===== src/rtl/acc_pkg.sv =====
package acc_pkg;

   typedef enum logic [6:0] {
      OP_HALT  = 7'h00,
      OP_LOAD  = 7'h01,
      OP_STORE = 7'h02,
      OP_ADD   = 7'h03,
      OP_SUB   = 7'h04,
      OP_INC   = 7'h05,
      OP_DEC   = 7'h06,
      OP_ZERO  = 7'h07,
      OP_BEQZ  = 7'h08,
      OP_BNEZ  = 7'h09,
      OP_JMP   = 7'h0A
   } op_e;

   typedef enum logic [2:0] {
      ST_OP,
      ST_LO,
      ST_HI,
      ST_EX,
      ST_STOP
   } state_e;

   typedef enum logic [2:0] {
      ALU_PASS,
      ALU_ADD,
      ALU_SUB,
      ALU_INC,
      ALU_DEC,
      ALU_ZERO
   } alu_e;

   typedef struct packed {
      logic valid;
      logic halt;
      logic has_addr;
      logic wr_reg;
      logic mem_wr;
      logic is_branch;
      logic br_on_zero;
      logic br_always;
      alu_e alu;
   } dec_t;

endpackage


===== src/rtl/acc_decode.sv =====
module acc_decode
   import acc_pkg::*;
#(
   parameter int OP_W = 8,
   localparam int SEL_BIT = OP_W - 1
) (
   input  logic [OP_W-1:0] opcode,
   output dec_t            dec,
   output logic            sel
);

   op_e op;

   assign op  = op_e'(opcode[SEL_BIT-1:0]);
   assign sel = opcode[SEL_BIT];

   always_comb begin
      dec       = '0;
      dec.alu   = ALU_PASS;
      dec.valid = 1'b1;
      case (op)
         OP_HALT:  dec.halt = 1'b1;
         OP_LOAD:  begin dec.has_addr = 1'b1; dec.wr_reg = 1'b1; dec.alu = ALU_PASS; end
         OP_STORE: begin dec.has_addr = 1'b1; dec.mem_wr = 1'b1; end
         OP_ADD:   begin dec.has_addr = 1'b1; dec.wr_reg = 1'b1; dec.alu = ALU_ADD; end
         OP_SUB:   begin dec.has_addr = 1'b1; dec.wr_reg = 1'b1; dec.alu = ALU_SUB; end
         OP_INC:   begin dec.wr_reg = 1'b1; dec.alu = ALU_INC; end
         OP_DEC:   begin dec.wr_reg = 1'b1; dec.alu = ALU_DEC; end
         OP_ZERO:  begin dec.wr_reg = 1'b1; dec.alu = ALU_ZERO; end
         OP_BEQZ:  begin dec.has_addr = 1'b1; dec.is_branch = 1'b1; dec.br_on_zero = 1'b1; end
         OP_BNEZ:  begin dec.has_addr = 1'b1; dec.is_branch = 1'b1; end
         OP_JMP:   begin dec.has_addr = 1'b1; dec.br_always = 1'b1; end
         default:  dec.valid = 1'b0;
      endcase
   end

endmodule


===== src/rtl/acc_alu.sv =====
module acc_alu
   import acc_pkg::*;
#(
   parameter int DATA_W       = 32,
   parameter bit SHARED_ADDER = 1'b1
) (
   input  alu_e              fn,
   input  logic [DATA_W-1:0] cur,
   input  logic [DATA_W-1:0] mem,
   output logic [DATA_W-1:0] res
);

   generate
      if (SHARED_ADDER) begin : g_shared
         logic [DATA_W-1:0] opb;
         logic              cin;
         logic [DATA_W-1:0] sum;

         always_comb begin
            opb = '0;
            cin = 1'b0;
            case (fn)
               ALU_ADD: opb = mem;
               ALU_SUB: begin opb = ~mem; cin = 1'b1; end
               ALU_INC: cin = 1'b1;
               ALU_DEC: opb = '1;
               default: ;
            endcase
         end

         assign sum = cur + opb + DATA_W'(cin);

         always_comb begin
            case (fn)
               ALU_PASS: res = mem;
               ALU_ZERO: res = '0;
               default:  res = sum;
            endcase
         end
      end else begin : g_direct
         always_comb begin
            case (fn)
               ALU_PASS: res = mem;
               ALU_ADD:  res = cur + mem;
               ALU_SUB:  res = cur - mem;
               ALU_INC:  res = cur + DATA_W'(1);
               ALU_DEC:  res = cur - DATA_W'(1);
               default:  res = '0;
            endcase
         end
      end
   endgenerate

endmodule


===== src/rtl/acc_regbank.sv =====
module acc_regbank #(
   parameter int DATA_W = 32,
   parameter int NREG   = 2,
   localparam int SEL_W = (NREG > 1) ? $clog2(NREG) : 1
) (
   input  logic              clk,
   input  logic              rst_n,
   input  logic              we,
   input  logic [SEL_W-1:0]  wsel,
   input  logic [DATA_W-1:0] wdata,
   input  logic [SEL_W-1:0]  rsel,
   output logic [DATA_W-1:0] rdata,
   output logic              rzero
);

   logic [DATA_W-1:0] bank [NREG];

   generate
      for (genvar g = 0; g < NREG; g++) begin : g_reg
         logic [DATA_W-1:0] q;
         always_ff @(posedge clk or negedge rst_n) begin
            if (!rst_n)
               q <= '0;
            else if (we && (wsel == SEL_W'(g)))
               q <= wdata;
         end
         assign bank[g] = q;
      end
   endgenerate

   assign rdata = bank[rsel];
   assign rzero = (rdata == '0);

endmodule


===== src/rtl/acc_core.sv =====
module acc_core
   import acc_pkg::*;
#(
   parameter int DATA_W       = 32,
   parameter int ADDR_W       = 16,
   parameter int OP_W         = 8,
   parameter bit SHARED_ADDER = 1'b1
) (
   input  logic              clk,
   input  logic              rst_n,
   output logic [ADDR_W-1:0] imem_addr,
   input  logic [OP_W-1:0]   imem_data,
   output logic [ADDR_W-1:0] dmem_addr,
   output logic              dmem_we,
   output logic [DATA_W-1:0] dmem_wdata,
   input  logic [DATA_W-1:0] dmem_rdata,
   output logic              halted,
   output logic              error
);

   localparam int NREG = 2;

   generate
      if (OP_W != 8) begin : g_bad_op
         $error("acc_core: OP_W must be 8");
      end
      if (ADDR_W != 2 * OP_W) begin : g_bad_addr
         $error("acc_core: ADDR_W must be two instruction bytes");
      end
      if (DATA_W < 2) begin : g_bad_data
         $error("acc_core: DATA_W too small");
      end
   endgenerate

   state_e            state_q;
   logic [ADDR_W-1:0] pc_q;
   logic [OP_W-1:0]   opc_q;
   logic [OP_W-1:0]   lo_q;
   logic [ADDR_W-1:0] addr_q;
   logic              halted_q;
   logic              error_q;

   logic [OP_W-1:0]   cur_op;
   dec_t              dec;
   logic              sel;
   logic [DATA_W-1:0] rdata;
   logic              rzero;
   logic [DATA_W-1:0] alu_res;
   logic              reg_we;
   logic              take;

   assign cur_op = (state_q == ST_OP) ? imem_data : opc_q;

   acc_decode #(.OP_W(OP_W)) u_dec (
      .opcode (cur_op),
      .dec    (dec),
      .sel    (sel)
   );

   acc_regbank #(.DATA_W(DATA_W), .NREG(NREG)) u_regs (
      .clk   (clk),
      .rst_n (rst_n),
      .we    (reg_we),
      .wsel  (sel),
      .wdata (alu_res),
      .rsel  (sel),
      .rdata (rdata),
      .rzero (rzero)
   );

   acc_alu #(.DATA_W(DATA_W), .SHARED_ADDER(SHARED_ADDER)) u_alu (
      .fn  (dec.alu),
      .cur (rdata),
      .mem (dmem_rdata),
      .res (alu_res)
   );

   assign reg_we = dec.wr_reg &&
                   (((state_q == ST_OP) && dec.valid && !dec.has_addr) ||
                    (state_q == ST_EX));

   assign take = dec.br_always || (dec.is_branch && (rzero == dec.br_on_zero));

   always_ff @(posedge clk or negedge rst_n) begin
      if (!rst_n) begin
         state_q  <= ST_OP;
         pc_q     <= '0;
         opc_q    <= '0;
         lo_q     <= '0;
         addr_q   <= '0;
         halted_q <= 1'b0;
         error_q  <= 1'b0;
      end else begin
         case (state_q)
            ST_OP: begin
               if (!dec.valid) begin
                  error_q  <= 1'b1;
                  halted_q <= 1'b1;
                  state_q  <= ST_STOP;
               end else if (dec.halt) begin
                  halted_q <= 1'b1;
                  state_q  <= ST_STOP;
               end else begin
                  pc_q  <= pc_q + ADDR_W'(1);
                  opc_q <= imem_data;
                  if (dec.has_addr)
                     state_q <= ST_LO;
               end
            end
            ST_LO: begin
               lo_q    <= imem_data;
               pc_q    <= pc_q + ADDR_W'(1);
               state_q <= ST_HI;
            end
            ST_HI: begin
               addr_q  <= ADDR_W'({imem_data, lo_q});
               pc_q    <= pc_q + ADDR_W'(1);
               state_q <= ST_EX;
            end
            ST_EX: begin
               if (take)
                  pc_q <= addr_q;
               state_q <= ST_OP;
            end
            default: state_q <= ST_STOP;
         endcase
      end
   end

   assign imem_addr  = pc_q;
   assign dmem_addr  = addr_q;
   assign dmem_we    = (state_q == ST_EX) && dec.mem_wr;
   assign dmem_wdata = rdata;
   assign halted     = halted_q;
   assign error      = error_q;

endmodule


===== config.mk =====
export PLATFORM = sky130hd
export DESIGN_NAME = acc_core
export DESIGN_NICKNAME = d
export VERILOG_FILES = /design/src/rtl/acc_pkg.sv /design/src/rtl/acc_decode.sv /design/src/rtl/acc_alu.sv /design/src/rtl/acc_regbank.sv /design/src/rtl/acc_core.sv
export SDC_FILE = /design/constraint.sdc
export NUM_CORES = 1
export LEC_CHECK = 0
export BUFFER_PORTS_ARGS = -buffer_cell sky130_fd_sc_hd__buf_2
export CORE_AREA = 2 2 133 135
export CTS_BUF_LIST = sky130_fd_sc_hd__clkbuf_2 sky130_fd_sc_hd__clkbuf_4 sky130_fd_sc_hd__clkbuf_8
export DETAILED_ROUTE_END_ITERATION = 12
export DIE_AREA = 0 0 135 137
export PLACE_DENSITY = 0.67
export SYNTH_ARGS = -nofsm -noshare
export SYNTH_HDL_FRONTEND = slang
export SYNTH_SLANG_ARGS = --single-unit

===== constraint.sdc =====
create_clock -name clk -period 5.6 [get_ports clk]
set_input_delay 0 -clock clk [delete_from_list [all_inputs] [get_ports clk]]
set_output_delay 0 -clock clk [all_outputs]
set_load 0.05 [all_outputs]

==> results.py <==
metrics = {
    "clock_network": {
        "cts_htree_levels": 4,
        "cts_setup_buffers": 0,
        "clock-root-buffer": "clkbuf_8",
        "clock_latency_ns": 0.45,
        "numCtsBuffers": 17,
        "cts_tree": "built",
        "cts_max_path_buffers": 2,
        "cts.sinks": 117,
        "clk_pin_slew_ns": 0.07,
    },
    "sta": {
        "period_share_pct": 90.63,
        "hold_viol": 0,
        "final.setup.worst_slack_ns": 0.5248,
        "final-setup-viol-count": 0,
        "fmax_mhz": 197.0,
        "finClkSkew_ns": 0.01065,
        "fin_crit_ns": 5.075,
        "rsz0062_at_grt": "no",
        "slew_viol_final": 0,
        "tightest_slew_ns": 1.093,
        "fin_tns_setup_ns": 0,
        "slew_headroom_pct": 26.92,
    },
    "floorplan": {
        "row_count": 48,
        "die_x_um": 135,
        "io_pins": 109,
        "dieHeight_um": 137,
        "die_area_um2": 18500,
        "coreArea_um2": 17060,
        "initial_core_util_pct": 46.99,
    },
    "critical_path": {
        "critPathArrivalTime_ns": 5.47,
        "path_max_fanout": 23,
        "required_ns": 5.99,
        "path_class": "reg2reg",
        "cp-start-kind": "flip-flop",
        "end_kind": "flip-flop",
    },
    "global_routing": {
        "grt_usage_pct": 26.10,
        "grt_pass1_wl_um": 37880,
        "grt_pass1_vias": 7261,
        "grt_overflow_total": 0,
        "grt_antenna_before_repair": 0,
        "grt_max_degree": 67,
    },
    "pwr": {
        "ir_drop_mv": 0.4047,
        "power_leakage_nw": 4.490,
        "finalPower_mw": 6.267,
        "power_density_nw_per_um2": 653.6,
    },
    "finish": {
        "area_growth_pct": 19.62,
        "register_area_um2": 2928,
        "drive_above_1_share_pct": 21.84,
        "multi_input_area_um2": 4817,
        "n_antenna_cell": 0,
        "nFillCells": 1582,
        "num-nets-final": 1148,
    },
    "detailed_routing": {
        "first_pass_iters": 5,
        "drtIter0Drc": 635,
        "vias": 7669,
        "routed_wl_um": 23440,
        "ant_nets": 0,
        "drc": 0,
        "vias_per_cell": 5.854,
        "wl_per_cell_um": 17.90,
    },
    "yosys": {
        "synthesis.nets": 1020,
        "synth_cell_types": 75,
        "yosysMostFrequentCell": "nand2_1",
        "syn-instance-count": 945,
        "yosys_register_bits": 117,
        "synth_edf_count": 0,
        "synth_area_um2": 8015,
        "synth_commonest_cells": "nand2_1, dfrtp_1, a21oi_1",
        "ys.flop_type": "dfrtp_1",
        "syn_area_per_cell_um2": 8.482,
        "synth_top_cell_area_share_pct": 36.53,
        "synthArstFlopShare_pct": 100.0,
        "yosysSeqAreaShare_pct": 36.53,
        "ys_warn_count": 0,
        "synth_top_area_cell": "dfrtp_1",
        "synth_area_leaders": "dfrtp_1, nand2_1, mux2_2",
    },
    "placement": {
        "dp_hpwl_um": 16730,
        "gp_congestion": 0.9044,
        "portBuffers": 108,
        "pre_cts_ws_ns": 0.6093,
    },
    "worst_hold_path": {
        "hp-class": "in2reg",
    },
    "run": {
        "maxCapViolations": 0,
    },
    "outcome": {
        "status": "complete, no violations",
    },
}
[cells by family after synthesis]
group	Yosys count	synth area share, %
xor+xnor	20	2.373
buf+inv	70	3.746
flops	117	36.53
mux	70	9.881
fa+ha+maj	33	5.339
compound gates	260	21.17
simple gates	375	20.96
[flip-flops by register name (all words and copies together) (netlist names)]
name	flops
u_regs.g.q	64
dmem_addr	16
imem_addr	16
lo_q	8
opc_q	8
state_q	3
error	1
halted	1
[cell type report]
type,count,share of cell area [%]
clock inverter,12,2.114
clock buffer,19,2.662
inverter,18,0.7047
timing repair buffer,161,10.81
multi-input combinational,758,50.24
tap,225,2.936
sequential,117,30.54
[where the power goes]
group | total, mW | switching (mW) | leakage, nW | internal, mW
registers | 1.54 | 0.346 | 1.47 | 1.20
clock network | 0.910 | 0.365 | 0.218 | 0.544
logic | 3.82 | 2.61 | 2.80 | 1.21
total | 6.27 | 3.32 | 4.49 | 2.95
[worst max-delay path: stages (launching register included)]
cell	delay, ns
dfrtp_1	0.46
nor4b_1	0.49
a22oi_2	0.25
nor2_2	0.55
buf_4	0.41
nand2_1	0.10
o211ai_1	0.10
ha_1	0.36
a21oi_1	0.16
o21ai_0	0.09
a32o_1	0.30
a311oi_4	0.38
o21ai_2	0.17
a211o_1	0.35
a31o_1	0.26
or4_1	0.47
nand3_1	0.09
[worst paths after layout]
path                                start                    end  slack (ns)  cells after the start
max                            state_q[0]  u_regs.g_reg[1].q[29]        0.52                     16
min                        dmem_rdata[17]  u_regs.g_reg[0].q[17]        0.03                      4
min in group asynchronous           rst_n  u_regs.g_reg[1].q[11]        0.14                      2
min reg2reg                        halted                 halted        0.48                      1
max in group asynchronous           rst_n  u_regs.g_reg[1].q[16]        4.18                      3
max reg2reg                    state_q[0]  u_regs.g_reg[1].q[29]        0.52                     16
[stage by stage]
step	utilization (%)	area, µm²	instances	hold slack [ns]
after floorplan	-	8015	945	-0.2956
after global placement	51.30	8750	1241	0.08374
after detailed placement	51.30	8750	1241	0.08778
after CTS	56.21	9588	1310	0.001664
after global routing	56.21	9588	1310	0.03926
final	56.21	9588	1310	0.02727
[cells in the final DEF (no fill, tap or decap), drive strengths merged, types with 4 or more instances in the layout]
master,n
a211oi,7
a2bb2oi,5
xor2,10
or3,5
nor2,39
dfrtp,117
bufinv,5
a31oi,8
o211ai,36
a21o,6
ha,31
a21oi,67
mux2i,7
nand3,17
clkbuf,19
mux2,63
or2,4
o21ai,67
nor3,16
o21bai,4
nand2,226
buf,123
nor4,16
a22oi,10
xnor2,9
clkinvlp,4
and3,7
nor3b,5
nand2b,8
o22ai,15
and2,6
dlygate4sd3,38
nand4,9
o21a,6
nor2b,6
inv,19
[timing repair]
action / CTS / global route
endpoints found under the hold margin: 130 / 0
hold buffers: 38 / 0
resized for setup: 0 / 0
[per-layer routing]
| layer | part of all wire (%) | track usage [%] | wire, µm |
|---|---|---|---|
| met3 | 6.4 | 3.444 | 1511 |
| met4 | 1.6 | 7.813 | 381 |
| met2 | 47 | 43.99 | 11120 |
| met1 | 45 | 35.20 | 10430 |
| met5 | 0 | 0 | 0 |
(Power assumes the default switching activity.)
